File: src/rtl/hitlatch_pkg.sv
package hitlatch_pkg;
   // smallest synchroniser depth accepted when synchronisation is enabled
   localparam int unsigned MIN_SYNC_DEPTH = 2;

   typedef enum logic {
      FLAG_ARMED = 1'b0,
      FLAG_HIT   = 1'b1
   } hit_state_e;

   function automatic logic any_match(input logic [63:0] a, input logic [63:0] b);
      return |(a & b);
   endfunction
endpackage

File: src/rtl/hl_key_sync.sv
module hl_key_sync #(
   parameter int unsigned WIDTH  = 10,
   parameter int unsigned STAGES = 2
) (
   input  logic             clk,
   input  logic             rst_n,
   input  logic [WIDTH-1:0] raw_i,
   output logic [WIDTH-1:0] sync_o
);
   import hitlatch_pkg::*;

   initial begin
      assert (STAGES == 0 || STAGES >= MIN_SYNC_DEPTH)
         else $error("hl_key_sync: STAGES must be 0 or at least %0d", MIN_SYNC_DEPTH);
   end

   generate
      if (STAGES == 0) begin : g_bypass
         assign sync_o = raw_i;
      end else begin : g_chain
         logic [STAGES-1:0][WIDTH-1:0] stage_q;
         for (genvar s = 0; s < STAGES; s++) begin : g_stage
            always_ff @(posedge clk or negedge rst_n) begin
               if (!rst_n)      stage_q[s] <= '0;
               else if (s == 0) stage_q[s] <= raw_i;
               else             stage_q[s] <= stage_q[(s == 0) ? 0 : s-1];
            end
         end
         assign sync_o = stage_q[STAGES-1];
      end
   endgenerate
endmodule

File: src/rtl/hl_qual_edge.sv
module hl_qual_edge #(
   parameter int unsigned WIDTH = 10
) (
   input  logic             clk,
   input  logic             rst_n,
   input  logic [WIDTH-1:0] key_s_i,
   input  logic [WIDTH-1:0] target_i,
   input  logic             window_i,
   output logic             rise_o
);
   import hitlatch_pkg::*;

   initial begin
      assert (WIDTH >= 1 && WIDTH <= 64)
         else $error("hl_qual_edge: WIDTH must lie in 1..64");
   end

   logic [63:0] key_w, tgt_w;
   logic        qual_lvl;
   logic        qual_prev_q;

   assign key_w    = 64'(key_s_i);
   assign tgt_w    = 64'(target_i);
   // gating with the window makes a held key rise when the window opens
   assign qual_lvl = window_i & any_match(key_w, tgt_w);

   always_ff @(posedge clk or negedge rst_n) begin
      if (!rst_n) qual_prev_q <= 1'b0;
      else        qual_prev_q <= qual_lvl;
   end

   assign rise_o = qual_lvl & ~qual_prev_q;
endmodule

File: src/rtl/hl_hit_flag.sv
module hl_hit_flag (
   input  logic clk,
   input  logic rst_n,
   input  logic window_i,
   input  logic rise_i,
   output logic pulse_o,
   output logic flag_o
);
   import hitlatch_pkg::*;

   hit_state_e state_q;
   logic       flag_d_q;

   always_ff @(posedge clk or negedge rst_n) begin
      if (!rst_n)                                   state_q <= FLAG_ARMED;
      else if (!window_i)                           state_q <= FLAG_ARMED;
      else if (rise_i && state_q == FLAG_ARMED)     state_q <= FLAG_HIT;
   end

   always_ff @(posedge clk or negedge rst_n) begin
      if (!rst_n) flag_d_q <= 1'b0;
      else        flag_d_q <= (state_q == FLAG_HIT);
   end

   assign flag_o  = (state_q == FLAG_HIT);
   assign pulse_o = flag_o & ~flag_d_q;
endmodule

File: src/rtl/shot_hit_latch.sv
module shot_hit_latch #(
   parameter int unsigned N_KEYS      = 10,
   parameter int unsigned SYNC_STAGES = 2
) (
   input  logic              clk,
   input  logic              rst_n,
   input  logic [N_KEYS-1:0] key_i,
   input  logic [N_KEYS-1:0] target_i,
   input  logic              window_i,
   output logic              hit_pulse_o,
   output logic              beep_o
);
   initial begin
      assert (N_KEYS >= 1 && N_KEYS <= 64)
         else $error("shot_hit_latch: N_KEYS must lie in 1..64");
   end

   logic [N_KEYS-1:0] key_s;
   logic              qual_rise;

   hl_key_sync #(.WIDTH(N_KEYS), .STAGES(SYNC_STAGES)) u_sync (
      .clk(clk), .rst_n(rst_n), .raw_i(key_i), .sync_o(key_s)
   );

   hl_qual_edge #(.WIDTH(N_KEYS)) u_qual (
      .clk(clk), .rst_n(rst_n), .key_s_i(key_s), .target_i(target_i),
      .window_i(window_i), .rise_o(qual_rise)
   );

   hl_hit_flag u_flag (
      .clk(clk), .rst_n(rst_n), .window_i(window_i), .rise_i(qual_rise),
      .pulse_o(hit_pulse_o), .flag_o(beep_o)
   );
endmodule

File: config.mk
export PLATFORM = sky130hd
export DESIGN_NAME = shot_hit_latch
export DESIGN_NICKNAME = d
export VERILOG_FILES = /design/src/rtl/hitlatch_pkg.sv /design/src/rtl/hl_key_sync.sv /design/src/rtl/hl_qual_edge.sv /design/src/rtl/hl_hit_flag.sv /design/src/rtl/shot_hit_latch.sv
export SDC_FILE = /design/constraint.sdc
export NUM_CORES = 1
export LEC_CHECK = 0
export BUFFER_PORTS_ARGS = -buffer_cell sky130_fd_sc_hd__buf_2
export CAP_MARGIN = 10
export CELL_PAD_IN_SITES_DETAIL_PLACEMENT = 0
export CELL_PAD_IN_SITES_GLOBAL_PLACEMENT = 1
export CORE_MARGIN = 4
export CORE_UTILIZATION = 40
export CTS_BUF_LIST = sky130_fd_sc_hd__clkbuf_4
export DETAILED_ROUTE_END_ITERATION = 7
export MAX_ROUTING_LAYER = met4
export PLACE_DENSITY_LB_ADDON = 0.1
export SYNTH_ARGS = -nofsm -noshare
export SYNTH_HDL_FRONTEND = slang
export SYNTH_HIERARCHICAL = 1
export SYNTH_SLANG_ARGS = --single-unit
File: constraint.sdc
create_clock -name clk -period 3 [get_ports clk]
set_clock_uncertainty 0.15 [all_clocks]
set_input_delay 0.45 -clock clk [delete_from_list [all_inputs] [get_ports clk]]
set_output_delay 0.45 -clock clk [all_outputs]
set_load 0.005 [all_outputs]
Yosys cells after proc, flatten, opt, wreduce, memory -nomap -nowiden
Index checks and enable logic that the tools add are counted.
W data, S select, Z words.
{"block": "word_totals", "reg_bits": 23, "in_bits": 23, "out_inout_bits": 2}
{"block": "classes", "n_eq_ne": 1, "n_mux": 2, "n_bitwise": 7, "n_reduce_logical": 2}
{"operator": "$reduce_or A64 Y1", "n": 1}
{"operator": "$and A10 B10 Y10", "n": 1}
{"operator": "$and A1 B1 Y1", "n": 3}
{"operator": "$not A1 Y1", "n": 3}
{"operator": "$mux W1", "n": 2}
{"operator": "$ne A2 B1 Y1 const B", "n": 1}
{"operator": "$logic_and A1 B1 Y1", "n": 1}

Longest topological paths before layout
{"block": "logic_depth", "word_depth": 7, "depth_mapped": 5, "mapped_depth_nobuf": 4}

Hierarchy
Netlist, hierarchy kept.
{"module": "hl_key_sync", "instances": 1, "cells_each": 30, "area_each_um2": 575.6, "seq_area_each_um2": 500.5}
{"module": "hl_qual_edge", "instances": 1, "cells_each": 10, "area_each_um2": 115.1, "seq_area_each_um2": 25.0}
{"module": "hl_hit_flag", "instances": 1, "cells_each": 4, "area_each_um2": 63.8, "seq_area_each_um2": 50.0}

Worst setup path before layout
OpenSTA, ideal clock, no wires.
{"block": "synth_path", "path_kind": "register to register", "startpoint": "register u_sync.g_chain.stage_q (netlist bit u_sync/sync_o[4])", "endpoint": "register u_flag.state_q, in the netlist u_flag/flag_o", "arrival_ps": 1153, "setup_slack_ps": 1578, "path_stages_with_launch": 6, "path_buffers": 1, "period_less_slack_ps": 1422, "cell_sequence": "dfrtp_1 -> buf_4 -> a22o_1 -> a221oi_4 -> a21oi_2 -> o21a_1"}
{"block": "synth_between", "elab_chain_cells": 6}
{"element": "start: declaration", "line": "hl_key_sync.sv:21", "text": "logic [STAGES-1:0][WIDTH-1:0] stage_q;"}
{"element": "start signal: indexed assignment", "line": "hl_key_sync.sv:25", "text": "else if (s == 0) stage_q[s] <= raw_i;"}
{"element": "start signal: indexed assignment", "line": "hl_key_sync.sv:26", "text": "else stage_q[s] <= stage_q[(s == 0) ? 0 : s-1];"}
{"element": "$and A10 B10 Y10", "line": "hitlatch_pkg.sv:11", "text": "return |(a & b);"}
{"element": "$reduce_or A64 Y1", "line": "hitlatch_pkg.sv:11"}
{"element": "$and A1 B1 Y1", "line": "hl_qual_edge.sv:25", "text": "assign qual_lvl = window_i & any_match(key_w, tgt_w);"}
{"element": "$and A1 B1 Y1", "line": "hl_qual_edge.sv:32", "text": "assign rise_o = qual_lvl & ~qual_prev_q;"}
{"element": "named net qual_rise", "line": "shot_hit_latch.sv:19", "text": "logic qual_rise;"}
{"element": "$logic_and A1 B1 Y1", "line": "hl_hit_flag.sv:17", "text": "else if (rise_i && state_q == FLAG_ARMED) state_q <= FLAG_HIT;"}
{"element": "$ne A2 B1 Y1 (no source line)"}
{"element": "end signal: assignment", "line": "hl_hit_flag.sv:15", "text": "if (!rst_n) state_q <= FLAG_ARMED;"}
{"element": "end signal: assignment", "line": "hl_hit_flag.sv:16", "text": "else if (!window_i) state_q <= FLAG_ARMED;"}
{"element": "end signal: assignment", "line": "hl_hit_flag.sv:17"}
{"element": "end: declaration", "line": "hl_hit_flag.sv:11", "text": "hit_state_e state_q;"}
The timed path passes the listed nets, and every way through them passes these cells.
A chain may end at the register's enable or synchronous reset.

Worst setup path in the final report
{"block": "layout_path", "startpoint": "register u_flag.state_q, in the netlist u_flag/flag_o", "endpoint": "output hit_pulse_o"}
{"block": "layout_between", "elab_chain_cells": 1}
{"element": "$and A1 B1 Y1", "line": "hl_hit_flag.sv:26", "text": "assign pulse_o = flag_o & ~flag_d_q;"}
{"element": "end: declaration", "line": "shot_hit_latch.sv:10", "text": "output logic hit_pulse_o,"}
No other way between the ends.

==> flow_metrics.py <==
metrics = {
    "drt": {
        "ant_nets": 0,
        "dr.pass1.iters": 2,
        "vias": 359,
        "initialDrtViolationCount": 3,
        "wirelength_um": 969,
        "remaining_drc_errors": 0,
        "via_per_inst": 4.08,
        "post_drt_wl_per_cell_um": 11.0,
    },
    "synth": {
        "seq_area_frac_synth_pct": 76.3,
        "synth_edf_count": 0,
        "yosys-top-cells-count": "dfrtp_1 (23), buf_4 (10), a22oi_1 (3)",
        "ys_types": 11,
        "yosys_warnings": 6,
        "syn_area_per_cell_um2": 17.1,
        "synth.most_common_cell": "dfrtp_1",
        "ys_seq_elements": 23,
        "syn_inst": 44,
        "postSynth.asyncResetShare_pct": 100,
        "synth_top_area_share_pct": 76.3,
        "synth_area_um2": 754,
        "yosys_most_used_dff": "dfrtp_1",
        "syn-num-nets": 67,
        "synth_area_leaders": "dfrtp_1 (76%), buf_4 (10%), a221oi_4 (3.5%)",
        "synth_top_area_cell": "dfrtp_1",
    },
    "global_routing": {
        "grt_overflow": 0,
        "grt_use_total_pct": 8.66,
        "grt_pass1_wl_mm": 1.57,
        "grt_max_degree": 24,
        "antenna_found_initial": 0,
        "grt_pass1_vias": 383,
    },
    "timing": {
        "fmax_ghz": 0.644,
        "setup_viol": 0,
        "worst_slew_pin_slew_ns": 0.470,
        "hold_viol": 0,
        "period_minus_slack_ns": 1.55,
        "slew_violations": 0,
        "fin_setup_tns_ns": 0,
        "rsz0062_at_grt": "no",
        "min_period_over_period_pct": 51.7,
        "slew_headroom_pct": 68.7,
    },
    "min_path": {
        "hold_class": "input pin to flip-flop",
        "min_path_cells": 1,
    },
    "setup_path": {
        "critPathMaxFanout": 4,
        "arrival_ns": 0.95,
        "cp.required_ns": 2.40,
        "reg2reg_depth": 4,
        "cp-end-kind": "output port",
        "path_class": "flip-flop to output port",
        "cp-start-kind": "flip-flop",
    },
    "clocking": {
        "cts_tree": "yes",
        "cts_buffer_depth": 2,
        "numCtsBuffers": 3,
        "clkLatencyLatePin_ns": 0.29,
        "cts_root_buffer": "clkbuf_4",
        "post_cts_buffers": 0,
        "cts_hold_buf": 1,
        "clk_pin_slew_worst_paths_ns": 0.11,
        "clkSinkCount": 23,
        "htree_levels": 1,
        "ctsResizeCount": 0,
    },
    "layout": {
        "fin_util_pct": 49.4,
        "diodes": 0,
        "fillCellCount": 171,
        "final_layout_size_suffix_gt1_share_pct": 49.2,
        "syn_to_final_growth_pct": 15.4,
        "fin_nets": 87,
    },
    "floorplan": {
        "start_util_pct": 42.8,
        "die_w_um": 51.4,
        "core_um2": 1760,
        "ios": 25,
        "rows": 15,
        "die_area_um2": 2650,
        "die_y_um": 51.4,
    },
    "pwr": {
        "ir_drop_mv": 0.310,
        "p_sw_mw": 0.0997,
        "switching_share_pct": 19.7,
        "p_seq_share_pct": 65.5,
        "power_leakage_nw": 0.427,
        "power_density_nw_per_um2": 581,
        "pwr-share-clk_pct": 27.5,
        "p_int_mw": 0.406,
        "p_comb_share_pct": 7.0,
    },
    "place": {
        "io_buffers": 24,
        "gp_congestion": 0.658,
    },
    "status": {
        "outcome": "finished, final reports clean",
    },
    "run": {
        "max_cap_violations": 0,
    },
}
power by group through the flow:
stage / registers, mW / logic [mW] / clock network (mW)
finish: 0.332 / 0.0354 / 0.139
CTS: 0.332 / 0.0367 / 0.149
floorplan: 0.336 / 0.0216 / 0
global placement: 0.338 / 0.0346 / 0
global route: 0.333 / 0.0401 / 0.164
detailed placement: 0.338 / 0.0356 / 0
worst paths after layout:
check | slack, ns | from | to
max | 1.45 | u_flag/flag_o | hit_pulse_o
min | 0.10 | key_i[3] | u_sync/g_chain.stage_q[3]
max reg2reg | 1.64 | u_sync/sync_o[4] | u_flag/flag_o
min reg2reg | 0.21 | u_sync/g_chain.stage_q[2] | u_sync/sync_o[2]
max in group asynchronous | 1.90 | rst_n | u_sync/g_chain.stage_q[7]
min in group asynchronous | 0.48 | rst_n | u_qual/qual_prev_q
layout by cell type, fill, tap and decap left out:
cell,count
nand2b_1,1
a21oi_2,1
a22oi_1,3
dfrtp_1,23
a21boi_2,1
dlygate4sd3_1,1
and3_1,1
clkbuf_4,4
o21a_1,1
a22o_1,1
a221oi_4,1
nor2b_1,1
buf_2,24
area by class of cell:
| type | count | area, µm² | share of cell area [%] |
|---|---|---|---|
| repair buffers | 25 | 130 | 14.9 |
| clock buffers | 4 | 30.0 | 3.45 |
| flip-flops and latches | 23 | 576 | 66.1 |
| well taps | 25 | 31.3 | 3.59 |
| multi-input cells | 11 | 104 | 11.9 |
worst max-delay path, stage by stage, from the launching register on:
cell and delay (ns):
dfrtp_1 0.41, nor2b_1 0.13, buf_2 0.12
flip-flops by register name (all words and copies together) (netlist names):
name                    flops
u_sync/sync_o              10
u_sync/g_chain.stage_q     10
u_flag/flag_d_q             1
u_qual/qual_prev_q          1
u_flag/flag_o               1
routing by layer:
layer	global-route usage [%]	vias up	part of all wire [%]	routed length (µm)
met5	-	-	0	0
met4	3.93	0	0	0
met3	3.50	0	8.6	83
met2	11.7	18	46	444
met1	11.4	165	46	441
li1	-	176	-	-
per-stage QoR:
stage	cell area, µm²	hold WS, ns	std cells	power, mW	worst slack, ns
2_1_floorplan	754	0.00441	44	0.358	1.58
3_3_place_gp	831	0.184	83	0.372	1.49
3_5_place_dp	831	0.185	83	0.374	1.47
4_1_cts	871	0.0818	88	0.518	1.43
5_1_grt	871	0.0683	88	0.537	1.37
6_report	871	0.101	88	0.506	1.45
logic make-up after synthesis:
kind of cell | after synthesis | share of synthesized area, %
flip-flops | 23 | 76.3
AND/OR/NAND/NOR | 3 | 2.49
AO/OA/AOI/OAI | 8 | 11.3
buffers and inverters | 10 | 9.95
No activity file was read; power rests on OpenSTA's default activity.
